<file path="src/rtl/cart_mode_seq.sv">
module cart_mode_seq #(
  parameter logic [24:0] OPEN_BASE = 25'h200
) (
  input  logic        clk,
  input  logic        rst_n,
  input  logic        rd_en,
  input  logic        wr_en,
  input  logic [31:0] addr,
  input  logic [15:0] wdata,
  output logic [1:0]  mode,
  output logic        hi_open,
  output logic        rom_ok
);
  localparam logic [3:0]  LAST_STEP = 4'd9;
  localparam logic [31:0] WR_KEY_ADDR = 32'h09FF_EFFE;
  localparam logic [15:0] WR_KEY_DATA = 16'hAA55;
  localparam logic [1:0]  M_ROM = 2'd0, M_MEDIA = 2'd1, M_RAM_RO = 2'd2, M_RAM_RW = 2'd3;

  logic [3:0] step;
  logic [3:0] nib;
  logic [1:0] ustep;
  logic       arm;
  logic       in_win, sig_hit, ulk_hit, wr_hit, dec_ok;
  logic [1:0] dec_mode;
  logic [31:0] step_addr;

  always_comb begin
    case (step)
      4'd0: step_addr = 32'h08E0_0002;
      4'd1: step_addr = 32'h0800_000E;
      4'd2: step_addr = 32'h0880_1FFC;
      4'd3: step_addr = 32'h0800_104A;
      4'd4: step_addr = 32'h0880_0612;
      4'd5: step_addr = 32'h0800_0000;
      4'd6: step_addr = 32'h0880_1B66;
      4'd8: step_addr = 32'h0800_080E;
      default: step_addr = 32'h0800_0000;
    endcase
  end

  always_comb begin
    dec_ok = 1'b1;
    case (nib)
      4'h4: dec_mode = M_ROM;
      4'h3: dec_mode = M_MEDIA;
      4'h2: dec_mode = M_RAM_RO;
      4'h6: dec_mode = M_RAM_RW;
      default: begin dec_mode = mode; dec_ok = 1'b0; end
    endcase
  end

  assign in_win  = addr[31:25] == 7'd4;
  assign sig_hit = (step == 4'd7) ? (in_win && !addr[0]) : (addr == step_addr);
  assign ulk_hit = addr == (ustep[1] ? 32'h0800_0188 : 32'h0800_01E4);
  assign wr_hit  = wr_en && addr == WR_KEY_ADDR && wdata == WR_KEY_DATA;
  assign rom_ok  = rd_en && mode == M_ROM && in_win && (addr[24:0] < OPEN_BASE || hi_open);

  always_ff @(posedge clk) begin
    if (!rst_n) begin
      step <= '0; nib <= '0; ustep <= '0; arm <= 1'b0;
      mode <= M_ROM; hi_open <= 1'b0;
    end else begin
      if (rd_en) begin
        if (arm) begin
          if (ulk_hit) begin
            if (ustep == 2'd3) begin hi_open <= 1'b1; arm <= 1'b0; ustep <= '0; end
            else ustep <= ustep + 2'd1;
          end else begin
            arm <= 1'b0; ustep <= '0;
          end
        end
        if (sig_hit) begin
          if (step == 4'd7) nib <= addr[4:1];
          if (step == LAST_STEP) begin
            step <= '0;
            if (dec_ok) begin
              mode <= dec_mode; hi_open <= 1'b0;
              arm <= dec_mode == M_ROM; ustep <= '0;
            end
          end else step <= step + 4'd1;
        end else begin
          step <= (addr == 32'h08E0_0002) ? 4'd1 : 4'd0;
        end
      end
      if (wr_hit) begin
        mode <= M_RAM_RW; hi_open <= 1'b0; arm <= 1'b0; ustep <= '0;
      end
    end
  end

  AST_STEP_BOUND: assert property (@(posedge clk) disable iff (!rst_n) step <= LAST_STEP);
  AST_IDLE_HOLD: assert property (@(posedge clk) disable iff (!rst_n)
    (!rd_en && !wr_en) |=> ($stable(mode) && $stable(hi_open)));
  AST_MODE_SOURCE: assert property (@(posedge clk) disable iff (!rst_n)
    (mode != $past(mode)) |-> ($past(wr_en) || ($past(rd_en) && $past(addr) == 32'h0800_0000)));
  AST_OPEN_SOURCE: assert property (@(posedge clk) disable iff (!rst_n)
    $rose(hi_open) |-> ($past(rd_en) && $past(addr) == 32'h0800_0188));
  AST_OPEN_IN_ROM: assert property (@(posedge clk) disable iff (!rst_n)
    hi_open |-> mode == M_ROM);
  AST_KEY_WRITE: assert property (@(posedge clk) disable iff (!rst_n)
    (wr_en && addr == WR_KEY_ADDR && wdata == WR_KEY_DATA) |=> (mode == M_RAM_RW && !hi_open));
endmodule

</file>
<file path="config.mk">
export PLATFORM = sky130hd
export DESIGN_NAME = cart_mode_seq
export DESIGN_NICKNAME = d
export VERILOG_FILES = /design/src/rtl/cart_mode_seq.sv
export SDC_FILE = /design/constraint.sdc
export NUM_CORES = 1
export LEC_CHECK = 0
export BUFFER_PORTS_ARGS = -buffer_cell sky130_fd_sc_hd__buf_2
export CAP_MARGIN = 20
export CORE_AREA = 2 2 54 76
export CTS_CLUSTER_SIZE = 14
export DETAILED_ROUTE_END_ITERATION = 12
export DIE_AREA = 0 0 56 78
export GPL_TIMING_DRIVEN = 0
export PLACE_DENSITY = 0.73
export REMOVE_ABC_BUFFERS = 1
export SYNTH_ARGS = -nofsm -noshare
export SYNTH_HDL_FRONTEND = slang
export SYNTH_SLANG_ARGS = --single-unit
</file>
<file path="constraint.sdc">
create_clock -name clk -period 3.1 [get_ports clk]
set_clock_uncertainty 0.1 [all_clocks]
set_input_delay 0.155 -clock clk [delete_from_list [all_inputs] [get_ports clk]]
set_output_delay 0.155 -clock clk [all_outputs]
set_load 0.01 [all_outputs]
</file>
* Word-level counts from Yosys, hierarchy flattened
Memory sizes are Yosys's and may differ from the RTL's. A register that Yosys moved wholly into a read port is not among the register bits. Cells that the tools add are included.
Storage, ports and cells: output and inout port bits 4, input bits 52, bits in registers 14, memory bits (read-only) 240, memories 1
Operators by class: reductions and logical operators 18, order comparisons 1, equality and inequality tests 13, bitwise logic cells 1, multiplexer cells 32, add/sub/neg operators 2
Memories:
- (no name shown) | words 16, bits a word 15, read ports 1, clocked after memory_dff 1, wr ports 0, RTL line 28 | case (step)
Operators with widths (number):
- $eq A32 B28 Y1 const B | 2
- $eq A32 B28 Y1 | 1
- $eq A32 B32 Y1 | 1
- $lt A25 B10 Y1 const B | 1
- $mux W2 | 11
- $eq A16 B16 Y1 const B | 1
- $mux W4 | 4
- $mux W1 | 15
- $eq A4 B3 Y1 const B | 3
- $eq A4 B2 Y1 const B | 2
- $pmux W2 S4 | 1
- $reduce_bool A2 Y1 | 4
- $eq A7 B3 Y1 const B | 1
- $mux W7 | 1
- $logic_and A1 B1 Y1 | 6
- $add A4 B1 Y4 const B | 1
- $eq A4 B4 Y1 const B | 1
- $logic_not A2 Y1 | 2
- $reduce_and A4 Y1 | 1
- $reduce_or A4 Y1 | 1
- $reduce_and A3 Y1 | 1
- $add A2 B1 Y2 const B | 1
- $eq A2 B2 Y1 const B | 1
- $reduce_or A2 Y1 | 1
- other kinds (3) | 3

* Logic depth before layout (Yosys ltp)
Gate-level depths: netlist of the first run.
word-level depth 8, gate-level depth with buffers 10, depth with buffers taken out 10

* Worst setup path after synthesis of the first run
Ideal clock, no wire load.
kind input-to-reg, from in addr[29], to reg, netlist name step_addr[1], path slack 543 ps, stages on the path 9, data required time 2862 ps, arrival time 2319 ps, cells stage by stage or4_4 > or2_4 > nor4_4 > a21oi_1 > mux2i_1 > nand2_1 > ha_1 > nand4_1 > o221ai_1
Between the ends: cells in the longest elaborated chain, start to end 6, elaborated cells between the ends (all ways) 9
Ends and longest elaborated chain:
- start, declared | RTL line 8 | input logic [31:0] addr,
- parallel branches: the longest is 3 deep, another holds $eq A32 B28 Y1
- $mux W4 (*) | RTL line 72 | if (sig_hit) begin
- $mux W4 (no line) (*) (2 in a row)
Mark *: on every way between the ends. A chain may end at the register's enable or synchronous reset.

* Final worst setup path of the first run
from reg step[0], to reg, netlist name step_addr[2]
Between the ends: cells in the longest elaborated chain, start to end 5, elaborated cells between the ends (all ways) 8
Ends and longest elaborated chain:
- start, declared | RTL line 19 | logic [3:0] step;
- start signal, assigned | RTL line 80 | end else step <= step + 4'd1;
- start signal, assigned | RTL line 82 | step <= (addr == 32'h08E0_0002) ? 4'd1 : 4'd0;
- $add A4 B1 Y4, or another cell as far along | RTL line 80
- $mux W4 or $mux W1 (tied branches) | RTL line 74, 53
- $mux W4 | RTL line 72
- $mux W4 (no line) (*) (2 in a row)
Mark *: on every way between the ends. The rest lies on a longest branch, timed or not.

==> summary.md, run 1 <==
| Metric | Value |
|---|---|
| Complex-gate fraction of the synthesized area | `17.6%` |
| First-pass GRT wire length | `8.20 mm` |
| Die H | `slightly below 80 um` |
| CTS Root Cell | `clkbuf_8` |
| P_int | `between 0.0004 and 0.0005 W` |
| Status | `complete, no violations` |
| Post-layout minimum cycle time | `2860 ps` |
| Path depth of the worst reg2reg path | `10` |
| Initial antenna violation count | `0` |
| EDFF count, synth | `0` |
| DR vias/cell | `~5.8` |
| Io pins | `56` |
| Initial Utilization | `roughly half` |
| Count of cell types in the netlist | `56` |
| DRC | `0` |
| Total Power | `roughly 0.0006 W` |
| H-tree Lvls | `1` |
| Sequential power share | `around 54%` |
| Max cap viols | `0` |
| Power share of the clock group | `32.4%` |
| Wire per inst | `~15 um` |
| Site Rows | `26` |
| Setup TNS | `0 ps` |
| Worst reg2reg startpoint | `step[0]` |
| Synth top area cells | `dfxtp_1 (28%), nor2_1 (5.2%), xnor2_1 (4.8%), ha_1 (4.1%), mux2i_1 (3.9%)` |
| Gr ovfl total | `0` |
| Max_slew headroom | `approximately three fifths` |
| Synth Area in Simple Gates | `a little under two fifths` |
| TritonCTS Buffers | `3` |
| Min-delay src | `addr[4]` |
| Register Area | `about 500 um^2` |
| Post-synth top flop | `dfxtp_1` |
| Sink Count | `25` |
| Clock tree from TritonCTS | `done` |
| Final max-slew violation count | `0` |
| Worst hold endpoint | `nib[3]` |
| Synthesis-to-layout area growth | `19.7%` |
| Tot GR Track Use | `a little under a quarter` |
| Post-synth top area share | `about 28%` |
| Switching part of the total | `24.2%` |
| Unrepaired setup endpoints after global routing | `false` |
| PD cells | `between 200 and 300 nW/um^2` |
| Final design instance area without fill | `about 2200 um^2` |
| Multiplexer share of the synthesized area | `approximately 3.9%` |
| Number of inserted diodes | `0` |
| Post-synth ARST share | `0%` |
| Synth area leader | `dfxtp_1` |
| Static leakage | `0.885 nW` |
| Worst R2R End | `step_addr[2]` |
| Syn Inst Count | `223` |
| Footprint of the multi-input gates | `between 1000 and 1500 um^2` |
| Worst-path clk slew | `about 80 ps` |
| Worst-Skew Late Latency | `about 270 ps` |
| Critical Path Fanout Max | `7` |
| PortBufs | `55` |
| Vias in the first global route | `approximately 1900` |
| Largest net degree at the start of global routing | `18` |
| Fill cells | `approximately 370` |
| Ratio of final minimum period to clock period | `between 90% and 100%` |
| Clock buffer depth | `2` |
| Sequential cell area fraction in the yosys report | `approximately 28%` |
| DR iter-0 viols | `68` |
| Main combinational cell family by area after synthesis | `simple AND/OR/NAND/NOR gates` |
| Share of layout cells above drive strength 1 | `~25%` |
| Core area | `~3600 um^2` |
| Hold-critical path depth | `3` |
| Hold WC Path Type | `input port to flip-flop` |
| ANT nets after route | `0` |
| Die X-Extent | `around 56 um` |
| DR vias | `between 1500 and 2000` |
| Routability cong. | `just over 0.8` |
| Dpl hpwl | `between 3 and 4 mm` |
| Placement-stage cell area | `around 2100 um^2` |
| Final setup vio count | `0` |
| Setup CP Type | `flip-flop to flip-flop` |
| Register bit total from synthesis | `25` |
| Worst path required time | `~3200 ps` |
| Routed WL | `approximately 4.8 mm` |
| Fmax | `between 300 and 400 MHz` |
| Mapped cell area | `~1800 um^2` |
| CP Launch Type | `flip-flop` |
| WP data arrival | `2910 ps` |
| Layout net count | `approximately 340` |
| Comb pwr share | `between 10% and 20%` |
| Avg Cell Area, Syn | `8.16 um^2` |
| Critical path endpoint category | `flip-flop` |
| Psw | `roughly 0.00014 W` |
| Drt pass-1 iters | `4` |
| Final hold violation count | `0` |
| Die area | `4370 um^2` |
| Reg-to-reg slack, setup | `between 200 and 250 ps` |
| Worst-Margin Slew | `between 500 and 600 ps` |
| XOR/XNOR Fraction of Synth Area | `4.81%` |
| Synth Area in Adders | `roughly 4.1%` |
| VDD IR max | `0.000205 V` |
| Warnings from Yosys | `0` |
worst max-delay path: stages, from the launching register on:
cell      delay [ps]
dfxtp_1          380
ha_1             270
nand3b_1         220
nand4_1          200
nor4_4           380
a21oi_1          160
mux2i_2          320
nand2_1          150
ha_1             260
nand4_1          160
o221ai_1         140
how the worst max path moves through the flow:
stage,from,cells after the start,endpoint,slack [ps]
after global routing,step[0],10,step_addr[1],40
final,step[0],10,step_addr[2],240
after floorplan,addr[29],9,step_addr[1],540
after detailed placement,addr[29],10,step_addr[1],4
after CTS,step[0],10,step_addr[1],70
after global placement,addr[29],10,step_addr[1],20
flip-flops by register name, summed over array words and instances, names as in the netlist:
name and flops:
step_addr 11, arm 1, mode 2, nib 4
step 4, hi_open 1, ustep 2
synthesized netlist by cell type (all sizes together), types with 2 or more instances:
| cell | instances |
|---|---|
| nor2b | 4 |
| or3 | 2 |
| clkbuf | 3 |
| a31oi | 3 |
| o21ai | 7 |
| a21oi | 10 |
| ha | 6 |
| nand3b | 2 |
| nor4b | 3 |
| o221ai | 2 |
| or2 | 2 |
| xnor2 | 10 |
| nand2b | 5 |
| nor3 | 6 |
| o211ai | 6 |
| nand2 | 16 |
| dfxtp | 25 |
| and2 | 5 |
| nand4 | 11 |
| o22ai | 3 |
| and3 | 5 |
| nor4 | 9 |
| nand4b | 5 |
| nand4bb | 2 |
| buf | 2 |
| or4 | 2 |
| nor2 | 25 |
| nor3b | 2 |
| nand3 | 3 |
| inv | 11 |
| mux2i | 7 |
cell usage in the layout, fill, tap and decap left out, types with 2 or more instances in the layout:
cell | Yosys | final
buf_2 | 1 | 55
nor3_1 | 6 | 6
o211ai_1 | 6 | 6
o221ai_1 | 2 | 2
o22ai_1 | 3 | 3
xnor2_1 | 10 | 10
nor4_1 | 8 | 8
a21oi_1 | 10 | 10
o21ai_0 | 7 | 7
and2_1 | 4 | 4
nand4_1 | 11 | 11
inv_1 | 11 | 11
nor2_1 | 25 | 25
a31oi_1 | 3 | 3
nand4bb_1 | 2 | 2
nand2b_1 | 5 | 5
clkbuf_8 | 1 | 3
nand4b_1 | 5 | 5
buf_4 | 1 | 2
ha_1 | 6 | 6
nand2_1 | 16 | 16
and3_1 | 5 | 5
nor2b_1 | 4 | 4
nor4b_1 | 3 | 3
or3_1 | 2 | 2
nand3_1 | 3 | 3
dfxtp_1 | 25 | 25
nand3b_1 | 2 | 2
nor3b_1 | 2 | 2
mux2i_1 | 7 | 6
per-stage QoR:
step / hold slack, ps / cells / setup slack (ps) / utilization, %
5_1_grt: 118 / 321 / 37.4 / 59.8
4_1_cts: 110 / 319 / 73.6 / 59.2
6_report: 108 / 321 / 239 / 59.8
3_5_place_dp: 386 / 315 / 4.15 / 58.0
3_3_place_gp: 377 / 315 / 18.6 / 58.0
2_1_floorplan: 147 / 218 / 543 / -
metal layers:
layer | GRT usage [%] | vias to the layer above | wire (um)
li1 | - | 956 | -
met1 | 25.9 | 871 | 1960
met2 | 44.6 | 26 | 2620
met3 | 3.50 | 4 | 131
met4 | 5.71 | 0 | 45
met5 | 0 | - | 0
area by class of cell:
cell class	count	share of cell area, %
Inverter	12	2.07
Sequential cell	25	23.0
Tap cell	42	2.41
Clock buffer	4	2.07
Multi-Input combinational cell	181	57.1
Timing Repair Buffer	57	13.3
power groups by stage:
stage	Sequential (W)	Clock, W	Combinational, W
finish	0.000322	0.000193	0.0000810
global route	0.000322	0.000211	0.0000892
CTS	0.000322	0.000197	0.0000807
detailed placement	0.000330	0	0.0000805
global placement	0.000330	0	0.0000793
floorplan	0.000329	0	0.0000270
logic make-up after synthesis:
family	count (synthesis)
adder cells (fa/ha/maj)	6
XOR/XNOR	10
AO/OA/AOI/OAI	43
buffers and inverters	17
AND/OR/NAND/NOR	115
flip-flops	25
multiplexers	7
what timing repair did:
item                                    in CTS  in global routing
hold buffers                                 0                  0
endpoints found under the setup margin       0                  9
gates resized for setup                      0                  1
buffers inserted                             0                  2
endpoints found under the hold margin        0                  0
Power figures use the tool's default switching activity.
==> inputs of run 2 (changes only) <==
==> constraint.sdc (replaced) <==
create_clock -name clk -period 2.71 [get_ports clk]
set_clock_uncertainty 0.1 [all_clocks]
set_input_delay 0.1355 -clock clk [delete_from_list [all_inputs] [get_ports clk]]
set_output_delay 0.1355 -clock clk [all_outputs]
set_load 0.01 [all_outputs]
==> summary.md, run 2 (same netlist as run 1, synthesis figures left out) <==
| Metric | Value |
|---|---|
| Worst-path clk slew | `90 ps (about the same)` |
| Vias in the first global route | `1895 (+0.16%)` |
| Worst-Skew Late Latency | `270 ps (about the same)` |
| Footprint of the multi-input gates | `1270 um^2 (+1.8%)` |
| Worst-Margin Slew | `603 ps (+19.3 ps)` |
| Routability cong. | `0.830 (unchanged)` |
| Io pins | `56 (unchanged)` |
| CP Cell Sequence | `ha_2 -> nand3b_1 -> nand4_1 -> nor2_1 -> a31oi_2 -> o41a_1 -> nand2b_1 -> ha_2 -> nand4_1 -> o221ai_1` |
| Fill cells | `372 (unchanged)` |
| DRC | `0 (unchanged)` |
| Initial antenna violation count | `0 (unchanged)` |
| Initial Utilization | `49.9% (unchanged)` |
| VDD IR max | `0.000253 V (+24%)` |
| PortBufs | `55 (unchanged)` |
| H-tree Lvls | `1 (unchanged)` |
| Ratio of final minimum period to clock period | `95.4% (+3.1 points)` |
| DR vias/cell | `5.91 (+2.2%)` |
| Setup CP Type | `flip-flop to flip-flop` |
| DR vias | `1916 (+3.2%)` |
| CP max-delay cell | `o41a_1` |
| Largest net degree at the start of global routing | `18 (unchanged)` |
| Clock tree from TritonCTS | `done` |
| TritonCTS Buffers | `3 (unchanged)` |
| Largest stage delay, worst path | `500 ps (+120 ps)` |
| Setup ws final | `126 ps (-113 ps)` |
| Critical path endpoint category | `flip-flop` |
| Critical Path Fanout Max | `7 (unchanged)` |
| Post-CTS Hold Fix Bufs | `0 (unchanged)` |
| Fmax | `387 MHz (+11%)` |
| First-pass GRT wire length | `8.25 mm (+0.50%)` |
| Number of inserted diodes | `0 (unchanged)` |
| Final hold violation count | `0 (unchanged)` |
| Max cap viols | `0 (unchanged)` |
| Status | `complete, no violations` |
| Routed WL | `4.84 mm (+1.7%)` |
| Dpl hpwl | `3.94 mm (unchanged)` |
| Gr ovfl total | `0 (unchanged)` |
| CP Launch Type | `flip-flop` |
| PD cells | `307 nW/um^2 (+12%)` |
| Site Rows | `26 (unchanged)` |
| Post-layout minimum cycle time | `2580 ps (-277 ps)` |
| Final setup vio count | `0 (unchanged)` |
| Die X-Extent | `56 um (unchanged)` |
| Die H | `78 um (unchanged)` |
| Layout net count | `341 (+0.89%)` |
| Die area | `4370 um^2 (unchanged)` |
| Commonest non-fill, non-tap cell in the layout | `buf_2` |
| Register Area | `503 um^2 (+0.50%)` |
| Core area | `3640 um^2 (unchanged)` |
| Most frequent cells in the layout | `buf_2 (55), nor2_1 (24), dfxtp_1 (23)` |
| Sink Count | `25 (unchanged)` |
| DR iter-0 viols | `75 (+10%)` |
| Wire per inst | `14.9 um (+0.80%)` |
| Synthesis-to-layout area growth | `22.3%` |
| Tot GR Track Use | `23.3% (+0.17 points)` |
| Worst path required time | `2760 ps (-390 ps)` |
| Max reg flops | `11 (unchanged)` |
| Final max-slew violation count | `0 (unchanged)` |
| WP data arrival | `2630 ps (-280 ps)` |
| Min Hold Slack | `89.9 ps (-18.3 ps)` |
| Drt pass-1 iters | `4 (unchanged)` |
| ANT nets after route | `0 (unchanged)` |
| CTS Root Cell | `clkbuf_8` |
| Static leakage | `0.903 nW (+2.0%)` |
| Setup WS pre-CTS | `-366 ps (-371 ps)` |
| Hold WC Path Type | `input port to flip-flop` |
| Share of layout cells above drive strength 1 | `29.1% (+4.0 points)` |
| Max_slew headroom | `59.5% (-1.3 points)` |
| Clock buffer depth | `2 (unchanged)` |
-- run 2: per-stage QoR --
step                      cell area (um^2)  instances  total power [W]  setup TNS (ps)  utilization, %
after floorplan                       1790        218         0.000408               0               -
after global placement                2110        315         0.000468           -2780            58.0
after detailed placement              2110        315         0.000469           -2980            58.0
after CTS                             2180        321         0.000687               0            59.9
after global routing                  2220        324         0.000715           -8.24            61.1
final                                 2220        324         0.000684               0            61.1
-- run 2: final cells by class --
cell class | count | share of cell area (%)
Clock buffer | 4 | 2.02
Inverter | 12 | 2.02
Multi-Input combinational cell | 181 | 56.9
Sequential cell | 25 | 22.6
Tap cell | 42 | 2.36
Timing Repair Buffer | 60 | 14.1
-- run 2: repair_timing --
action                                  4_1_cts  5_1_grt
endpoints found under the setup margin       10       10
gates resized for setup                       2        8
pin swaps                                     1        6
buffers inserted                              2        3
-- run 2: worst max-delay path, delay by kind of cell, from the launching register on --
kind	cells	cell delay [ps]
AOI/OAI and AO/OA	3	780
adders and majority gates	2	400
DFF	1	370
and+or+nand+nor	5	810
-- run 2: worst paths after layout --
kind         cells past startpoint  slack [ps]  startpoint      endpoint
min reg2reg                      2         390     hi_open       hi_open
max                             10         130     step[0]  step_addr[2]
max reg2reg                     10         130     step[0]  step_addr[2]
min                              3          90     addr[4]        nib[3]
-- run 2: layer usage --
metal	part of all wire, %	GRT usage [%]
met1	40	26.3
met3	3.1	3.50
met2	56	44.7
met5	0	0
met4	0.83	5.71
-- run 2: power by group --
part	leakage, nW	switching [W]	internal [W]
Sequential	0.203	0.000000770	0.000368
Combinational	0.678	0.0000496	0.0000437
Clock	0.0228	0.000117	0.000105
==> inputs of run 3 (changes only) <==
--- a/config.mk
+++ b/config.mk
@@ -12,8 +12,7 @@
 export DETAILED_ROUTE_END_ITERATION = 12
 export DIE_AREA = 0 0 56 78
 export GPL_TIMING_DRIVEN = 0
-export PLACE_DENSITY = 0.73
-export REMOVE_ABC_BUFFERS = 1
+export PLACE_DENSITY = 0.77
 export SYNTH_ARGS = -nofsm -noshare
 export SYNTH_HDL_FRONTEND = slang
 export SYNTH_SLANG_ARGS = --single-unit
==> summary.md, run 3 (same netlist as run 1, synthesis figures left out) <==
| Metric | Value |
|---|---|
| Util after Layout | `61.7% (+0.69 points)` |
| Most frequent cells in the layout | `buf_2 (56), dfxtp_1 (24), nor2_1 (23)` |
| Placed cell count | `320 (+1.6%)` |
| VDD IR max | `0.000301 V (+19%)` |
| Die H | `78 um (unchanged)` |
| Clock tree from TritonCTS | `done` |
| Fmax | `384 MHz (-0.70%)` |
| Sink Count | `25 (unchanged)` |
| Reg-to-reg slack, setup | `110 ps (-20 ps)` |
| Worst path required time | `2750 ps (about the same)` |
| Wire per inst | `14.8 um (-0.64%)` |
| Clock buffer depth | `2 (unchanged)` |
| Power share of the clock group | `32.0% (-0.5 points)` |
| Setup ws final | `108 ps (-18.3 ps)` |
| Max reg flops | `11 (unchanged)` |
| DR vias | `1959 (+2.2%)` |
| Number of inserted diodes | `0 (unchanged)` |
| Io pins | `56 (unchanged)` |
| Routability cong. | `0.927 (+12%)` |
| Critical Path Fanout Max | `7 (unchanged)` |
| DRC | `0 (unchanged)` |
| Status | `complete, no violations` |
| Hold WC Path Type | `input port to flip-flop` |
| Synthesis-to-layout area growth | `23.7%` |
| Drt pass-1 iters | `4 (unchanged)` |
| Largest net degree at the start of global routing | `14 (-4)` |
| Setup CP Type | `flip-flop to flip-flop` |
| Routed WL | `4.88 mm (+0.89%)` |
| WP data arrival | `2640 ps (about the same)` |
| Syn Nets | `~280` |
| Core area | `3640 um^2 (unchanged)` |
| Post-CTS Hold Fix Bufs | `0 (unchanged)` |
| Share of layout cells above drive strength 1 | `28.6% (-0.51 points)` |
| Psw | `0.000164 W (-1.8%)` |
| Tot GR Track Use | `22.6% (-0.69 points)` |
| DR vias/cell | `5.95 (+0.69%)` |
| First-pass GRT wire length | `8.01 mm (-2.9%)` |
| Final max-slew violation count | `0 (unchanged)` |
| Worst-Skew Late Latency | `270 ps (about the same)` |
| ANT nets after route | `0 (unchanged)` |
| Vias in the first global route | `1878 (-0.90%)` |
| Die area | `4370 um^2 (unchanged)` |
| Final setup vio count | `0 (unchanged)` |
| Worst reg2reg startpoint | `step[0]` |
| Sequential power share | `54.0% (about the same)` |
| CTS Root Cell | `clkbuf_8` |
| Setup WS pre-CTS | `-383 ps (-16.6 ps)` |
| Dpl hpwl | `3.91 mm (-0.69%)` |
| Ratio of final minimum period to clock period | `96.0% (+0.68 points)` |
| Min Hold Slack | `109 ps (+19.2 ps)` |
| Final hold violation count | `0 (unchanged)` |
| H-tree Lvls | `1 (unchanged)` |
| CP startpoint | `step[0]` |
| Commonest non-fill, non-tap cell in the layout | `buf_2` |
| CP Launch Type | `flip-flop` |
| DR iter-0 viols | `62 (-17%)` |
| Min-delay src | `addr[1]` |
| Worst-Margin Slew | `609 ps (+6.61 ps)` |
| Initial Utilization | `49.9% (unchanged)` |
| Initial antenna violation count | `0 (unchanged)` |
| PortBufs | `55 (unchanged)` |
| Layout net count | `346 (+1.5%)` |
| Post-layout minimum cycle time | `2600 ps (+18.3 ps)` |
| Comb pwr share | `14.1% (+0.5 points)` |
| PD cells | `303 nW/um^2 (-1.3%)` |
| Switching part of the total | `24.1% (-0.40 points)` |
| Max_slew headroom | `59.0% (-0.44 points)` |
| Die X-Extent | `56 um (unchanged)` |
| Site Rows | `26 (unchanged)` |
| Gr ovfl total | `0 (unchanged)` |
| Static leakage | `0.919 nW (+1.8%)` |
| TritonCTS Buffers | `3 (unchanged)` |
| Cell Count, Final, Fillers Out | `329 (+1.5%)` |
| Worst-path clk slew | `90 ps (about the same)` |
| P_int | `0.000518 W (+0.34%)` |
| Critical path endpoint category | `flip-flop` |
| Setup TNS | `0 ps (unchanged)` |
| Max cap viols | `0 (unchanged)` |
run 3: stage by stage:
step	total power, W	instance area, um^2
2_1_floorplan	0.000412	1820
3_3_place_gp	0.000470	2150
3_5_place_dp	0.000472	2150
4_1_cts	0.000684	2210
5_1_grt	0.000709	2250
6_report	0.000683	2250
run 3: metal layers:
metal	vias to the layer above	track usage (%)	wire [um]
li1	968	-	-
met5	-	0	0
met2	55	43.1	2640
met1	930	25.0	1930
met4	0	7.62	47
met3	6	3.33	268
run 3: area by class of cell:
class | instances | area [um^2]
clock buffer | 4 | 45.0
timing repair buffer | 60 | 313
multi-input combinational | 181 | 1260
fill | 378 | 1390
sequential | 25 | 502
tap | 42 | 52.6
inverter | 12 | 45.0
buffer | 5 | 33.8
run 3: power by group through the flow:
stage / Combinational, W / Clock (W) / Sequential [W]
after CTS: 0.0000956 / 0.000220 / 0.000368
after detailed placement: 0.0000950 / 0 / 0.000377
after floorplan: 0.0000355 / 0 / 0.000377
final: 0.0000960 / 0.000218 / 0.000368
after global placement: 0.0000932 / 0 / 0.000377
after global routing: 0.000105 / 0.000235 / 0.000369
run 3: repair_timing:
item / CTS / global route
gates cloned: 0 / 0
hold endpoints to repair: 0 / 0
resized for setup: 2 / 5
endpoints found under the setup margin: 10 / 9
pin swaps: 1 / 6
buffers inserted: 2 / 3
run 3: path summary, 6_finish.rpt:
| check | to | cells after the start |
|---|---|---|
| setup / recovery | step_addr[1] | 10 |
| hold / removal | nib[0] | 3 |
| setup reg to reg | step_addr[1] | 10 |
| hold reg to reg | hi_open | 2 |
run 3: critical path: stages, from the launching register on:
cell	delay (ps)
dfxtp_2	360
ha_2	210
nand3b_1	190
nand4_1	140
nor2_1	130
a31oi_2	150
o41a_1	500
nand2b_1	180
ha_1	210
nand4_1	160
o221ai_1	140
